File: config.mk
export PLATFORM = sky130hd
export DESIGN_NAME = tdmrx_deser
export DESIGN_NICKNAME = d
export VERILOG_FILES = /design/src/rtl/tdmrx_pkg.sv /design/src/rtl/tdmrx_timing.sv /design/src/rtl/tdmrx_shift.sv /design/src/rtl/tdmrx_deser.sv
export SDC_FILE = /design/constraint.sdc
export NUM_CORES = 1
export LEC_CHECK = 0
export ABC_CLOCK_PERIOD_IN_PS = 2300
export BUFFER_PORTS_ARGS = -buffer_cell sky130_fd_sc_hd__buf_2
export CAP_MARGIN = 20
export CORE_AREA = 8 8 95 97
export CTS_BUF_LIST = sky130_fd_sc_hd__clkbuf_2
export CTS_CLUSTER_DIAMETER = 50
export DETAILED_ROUTE_END_ITERATION = 8
export DIE_AREA = 0 0 103 105
export PLACE_DENSITY_LB_ADDON = 0.08
export SLEW_MARGIN = 20
export SYNTH_ARGS = -nofsm -noshare
export SYNTH_HDL_FRONTEND = slang
export SYNTH_SLANG_ARGS = --single-unit
File: constraint.sdc
create_clock -name clk -period 2.3 [get_ports clk]
set_input_delay 0.115 -clock clk [delete_from_list [all_inputs] [get_ports clk]]
set_output_delay 0.115 -clock clk [all_outputs]
set_load 0.01 [all_outputs]
File: src/rtl/tdmrx_pkg.sv
package tdmrx_pkg;

  typedef enum logic [1:0] {
    RATE_X1 = 2'd0,
    RATE_X2 = 2'd1,
    RATE_X4 = 2'd2,
    RATE_X8 = 2'd3
  } rate_e;

  // Clocks per serial bit at a given rate code.
  function automatic int clks_per_bit(int ovs_log2, rate_e rate);
    return 1 << (ovs_log2 - int'(rate));
  endfunction

  // Bits per frame at a given rate code.
  function automatic int frame_bits(int ch_log2, rate_e rate);
    return 8 << (ch_log2 + int'(rate));
  endfunction

  // Highest channel index at a given rate code.
  function automatic int last_chan(int ch_log2, rate_e rate);
    return (1 << (ch_log2 + int'(rate))) - 1;
  endfunction

  // Clock within the bit on which the line is read.
  function automatic int sample_clk(int ovs_log2, rate_e rate, logic [1:0] code);
    int cpb;
    cpb = clks_per_bit(ovs_log2, rate);
    if (cpb < 4) begin
      return code[1] ? cpb - 1 : (cpb / 2) - 1;
    end
    return (int'(code) + 1) * (cpb / 4) - 1;
  endfunction

endpackage

File: src/rtl/tdmrx_timing.sv
module tdmrx_timing #(
  parameter  int OVS_LOG2 = 4,
  parameter  int CH_LOG2  = 5,
  localparam int PH_W     = OVS_LOG2,
  localparam int CNT_W    = CH_LOG2 + 6
) (
  input  logic             clk,
  input  logic             rst_n,
  input  logic             frame_i,
  input  logic [1:0]       rate_i,
  input  logic [2:0]       dly_i,
  input  logic [1:0]       samp_i,
  output logic             samp_evt_o,
  output logic [CNT_W-1:0] bitpos_o
);
  import tdmrx_pkg::*;

  logic [PH_W-1:0]  ph_q;
  logic [PH_W-1:0]  ph_last;
  logic [PH_W-1:0]  samp_idx;
  logic [CNT_W-1:0] bit_q;
  logic [CNT_W-1:0] fmask;
  logic [CNT_W-1:0] load_val;
  logic             bit_end;

  always_comb begin
    ph_last  = PH_W'(clks_per_bit(OVS_LOG2, rate_e'(rate_i)) - 1);
    samp_idx = PH_W'(sample_clk(OVS_LOG2, rate_e'(rate_i), samp_i));
    fmask    = CNT_W'(frame_bits(CH_LOG2, rate_e'(rate_i)) - 1);
    load_val = (CNT_W'(0) - CNT_W'(dly_i)) & fmask;
    bit_end  = (ph_q >= ph_last);
  end

  // The frame pulse reloads the bit counter with -D, so that channel 0 bit 7
  // lands D bit periods after the boundary.
  always_ff @(posedge clk or negedge rst_n) begin
    if (!rst_n) begin
      ph_q  <= '0;
      bit_q <= '0;
    end else if (frame_i) begin
      ph_q  <= '0;
      bit_q <= load_val;
    end else if (bit_end) begin
      ph_q  <= '0;
      bit_q <= (bit_q + 1'b1) & fmask;
    end else begin
      ph_q  <= ph_q + 1'b1;
    end
  end

  assign samp_evt_o = (ph_q == samp_idx);
  assign bitpos_o   = bit_q;

  p_phase_bound_r3: assert property (@(posedge clk) disable iff (!rst_n)
    ph_q <= ph_last);

  p_frame_restart_r2: assert property (@(posedge clk) disable iff (!rst_n)
    frame_i |=> (ph_q == '0));

  p_single_sample_r4: assert property (@(posedge clk) disable iff (!rst_n)
    (samp_evt_o && !frame_i) |=> !samp_evt_o);

endmodule

File: src/rtl/tdmrx_shift.sv
module tdmrx_shift #(
  parameter  int CNT_W = 11,
  localparam int CH_W  = CNT_W - 3
) (
  input  logic             clk,
  input  logic             rst_n,
  input  logic             samp_evt_i,
  input  logic             ser_i,
  input  logic [CNT_W-1:0] bitpos_i,
  output logic [7:0]       byte_o,
  output logic [CH_W-1:0]  chan_o,
  output logic             valid_o
);
  logic [6:0] sh_q;
  logic       byte_done;

  assign byte_done = samp_evt_i && (bitpos_i[2:0] == 3'd7);

  always_ff @(posedge clk or negedge rst_n) begin
    if (!rst_n) begin
      sh_q    <= '0;
      byte_o  <= '0;
      chan_o  <= '0;
      valid_o <= 1'b0;
    end else begin
      valid_o <= byte_done;
      if (samp_evt_i) sh_q <= {sh_q[5:0], ser_i};
      if (byte_done) begin
        byte_o <= {sh_q, ser_i};
        chan_o <= bitpos_i[CNT_W-1:3];
      end
    end
  end

  p_valid_after_sample_r9: assert property (@(posedge clk) disable iff (!rst_n)
    valid_o |-> $past(samp_evt_i));

endmodule

File: src/rtl/tdmrx_deser.sv
module tdmrx_deser #(
  parameter int OVS_LOG2 = 4,
  parameter int CH_LOG2  = 5
) (
  input  logic               clk,
  input  logic               rst_n,
  input  logic               frame_i,
  input  logic               ser_i,
  input  logic [1:0]         rate_i,
  input  logic [2:0]         dly_i,
  input  logic [1:0]         samp_i,
  output logic [7:0]         byte_o,
  output logic [CH_LOG2+2:0] chan_o,
  output logic               valid_o
);
  import tdmrx_pkg::*;

  localparam int CNT_W = CH_LOG2 + 6;

  logic             samp_evt;
  logic [CNT_W-1:0] bitpos;

  tdmrx_timing #(.OVS_LOG2(OVS_LOG2), .CH_LOG2(CH_LOG2)) u_timing (
    .clk        (clk),
    .rst_n      (rst_n),
    .frame_i    (frame_i),
    .rate_i     (rate_i),
    .dly_i      (dly_i),
    .samp_i     (samp_i),
    .samp_evt_o (samp_evt),
    .bitpos_o   (bitpos)
  );

  tdmrx_shift #(.CNT_W(CNT_W)) u_shift (
    .clk        (clk),
    .rst_n      (rst_n),
    .samp_evt_i (samp_evt),
    .ser_i      (ser_i),
    .bitpos_i   (bitpos),
    .byte_o     (byte_o),
    .chan_o     (chan_o),
    .valid_o    (valid_o)
  );

  p_chan_in_range_r8: assert property (@(posedge clk) disable iff (!rst_n)
    valid_o |-> (int'(chan_o) <= last_chan(CH_LOG2, rate_e'(rate_i))));

  p_valid_one_clock_r9: assert property (@(posedge clk) disable iff (!rst_n)
    valid_o |=> !valid_o);

endmodule

==> impl_metrics.json <==
{
  "outcome": "finished, violations left",
  "failed_checks": "setup timing",
  "final-max-slew-violation-count": 0,
  "grt_start_max_net_pins": 40,
  "numClockSinks": 39,
  "switching_power_uw": 592,
  "hpwlAfterDp_um": 3350,
  "wire_per_inst_um": 13.4,
  "critPathLaunchType": "primary input",
  "finClkSkew_ns": 0.00345,
  "end_kind": "flop",
  "path_class": "primary input to flop",
  "hold_violations": 0,
  "grt_setup_unrepaired": "true",
  "io_buffers": 27,
  "drt_iter0_drc": 40,
  "p_leak_nw": 1.33,
  "worstPathMaxFanout": 7,
  "finalSetupViolCount": 24,
  "nNetsFinal": 271,
  "max-slew-margin-rel": 0.395,
  "synthesis.area_mm2": 0.00221,
  "place_inst": 333,
  "min_path_type": "primary input to flop",
  "synth_area_leaders": "dfrtp_1 (44%), ha_1 (7.4%), mux2_2 (7.1%), mux2_4 (6.1%), nand2_1 (2.9%)",
  "root_buffer": "clkbuf_2",
  "layout-drive-gt1-share": 0.358,
  "p_seq_frac": 0.524,
  "p_clk_frac": 0.170,
  "final_antenna_net_count": 0,
  "ioPinCount": 28,
  "antenna_cells": 0,
  "synth_cell_type_count": 53,
  "dr.pass1.iters": 4,
  "combPwrFrac": 0.306,
  "clock_latency_ns": 0.39,
  "arrival_ns": 3.17,
  "area_growth_pct": 22.9,
  "numCtsBuffers": 5,
  "min_period_ns": 2.87,
  "grt_use_total": 0.0926,
  "vias": 1531,
  "seq_area_frac_synth": 0.442,
  "internal_power_mw": 1.21,
  "coreArea_mm2": 0.00753,
  "design.die.area_mm2": 0.0108,
  "syn_inst": 195,
  "worstMarginPinSlew_ns": 0.907,
  "gp_congestion": 0.709,
  "htree_levels": 2,
  "synth_top_area_share": 0.442,
  "ys_warn_count": 0,
  "viasPerCell": 4.40,
  "grt_overflow": 0,
  "layoutNonFillerInstCount": 348,
  "cap_violations": 0,
  "wl_um": 4670,
  "synthTopCellsByCount": "dfrtp_1 (39), nand2_1 (17), mux2_2 (14), ha_1 (13)",
  "path_clk_slew_ns": 0.20,
  "grt_pass1_vias": 1616,
  "synth_enable_flop_cells": 0,
  "powerDensity_mw_per_mm2": 664,
  "grt_pass1_wl_um": 8000,
  "fmax_ghz": 0.348,
  "ys.flop_type": "dfrtp_1",
  "avgSynthCellArea_um2": 11.3,
  "synth_top_area_cell": "dfrtp_1",
  "die_x_um": 103,
  "tritoncts": "yes",
  "num_rows": 32,
  "cts_buffer_depth": 2,
  "p_sw_frac": 0.328,
  "p_total_mw": 1.80,
  "synth-seq-cells": 39,
  "required_ns": 2.60,
  "drc_errors": 0,
  "finalCritPeriodShare": 1.25,
  "setup_ws_ns": -0.572,
  "antenna_found_initial": 0,
  "synth.most_common_cell": "dfrtp_1",
  "async_flop_share": 1.00,
  "start_util": 0.294,
  "vdd_drop_max_v": 0.000173,
  "die_height_um": 105
}
## power by group through the flow
| stage | combinational (mW) | clock (mW) | sequential, mW |
|---|---|---|---|
| 6_report | 0.552 | 0.307 | 0.944 |
| 5_1_grt | 0.618 | 0.354 | 0.971 |
| 4_1_cts | 0.562 | 0.329 | 0.948 |
| 3_5_place_dp | 0.541 | 0 | 0.961 |
| 3_3_place_gp | 0.534 | 0 | 0.964 |
| 2_1_floorplan | 0.344 | 0 | 0.961 |
## flip-flops by register name, summed over array words and instances (netlist names)
name,cells
u_shift.chan_o,8
u_timing.bitpos_o,11
u_shift.valid_o,1
u_shift.byte_o,8
u_shift.sh_q,7
u_timing.ph_q,4
## layer usage
layer | wire, µm | part of all wire | global-route usage
met2 | 2060 | 0.44 | 0.140
met3 | 187 | 0.040 | 0.0239
met1 | 2380 | 0.51 | 0.125
met5 | 0 | 0 | 0
met4 | 47 | 0.010 | 0.0279
## worst max-delay path, cell delays in order
cell and delay (ns):
buf_8 0.10, ha_4 0.22, and3b_2 0.23, ha_4 0.26
inv_2 0.03, fa_1 0.49, fa_1 0.47, xor2_1 0.19
a31oi_1 0.18, o32a_1 0.17, nor2_2 0.05, buf_4 0.14
nand2_2 0.16, mux2_2 0.36
## path summary, 6_finish.rpt
kind	startpoint	to	slack, ns	cells past startpoint
hold / removal	frame_i	u_timing.bitpos_o[10]	0.10	3
min in group asynchronous	rst_n	u_timing.ph_q[0]	0.36	2
setup / recovery	samp_i[0]	u_shift.sh_q[4]	-0.57	14
hold reg to reg	u_shift.sh_q[6]	u_shift.sh_q[6]	0.53	1
max in group asynchronous	rst_n	u_shift.chan_o[4]	1.38	2
setup reg to reg	u_timing.ph_q[0]	u_timing.bitpos_o[9]	0.29	8
## stage by stage
stage | area (µm²) | hold slack (ns) | TNS, ns | util | setup slack (ns)
after floorplan | 2240 | -0.181 | -16.42 | - | -0.804
after global placement | 2550 | 0.306 | -21.73 | 0.339 | -0.946
after detailed placement | 2550 | 0.299 | -22.78 | 0.339 | -1.00
after CTS | 2710 | 0.0739 | -12.22 | 0.360 | -0.539
after global routing | 2720 | 0.114 | -14.63 | 0.361 | -0.642
final | 2720 | 0.102 | -12.99 | 0.361 | -0.572
## kinds of logic after synthesis
family	count (synthesis)	share of synthesized area
adder cells (fa/ha/maj)	15	0.0917
AO/OA/AOI/OAI	34	0.0974
other	1	0.00170
multiplexers	26	0.146
AND/OR/NAND/NOR	54	0.133
flip-flops	39	0.442
buffers and inverters	16	0.0396
XOR/XNOR	10	0.0493
## cell type report
type / instances / area, µm²
clock inverter: 2 / 12.5
clock buffer: 6 / 30.0
fill: 795 / 4810
multi-input combinational: 142 / 1190
inverter: 11 / 41.3
tap: 102 / 128
timing repair buffer: 46 / 340
sequential: 39 / 976
## what timing repair did
| item | 4_1_cts | 5_1_grt |
|---|---|---|
| setup endpoints to repair | 24 | 24 |
| hold buffers | 4 | 0 |
| hold endpoints to repair | 43 | 0 |
| buffers inserted | 2 | 1 |
| resized for setup | 8 | 2 |
| cloned | 1 | 0 |
## layout by cell type (no fill, tap or decap), types with 4 or more instances in the layout
cell,count
mux2_2,13
o21ai_0,10
ha_1,11
buf_2,25
inv_1,8
dfrtp_1,39
nand3_1,5
a21oi_1,6
xnor2_1,6
clkbuf_2,6
mux2_4,10
buf_4,12
nand2_1,17
nor2_1,8
dlygate4sd3_1,4
No activity file was read; power rests on OpenSTA's default activity.
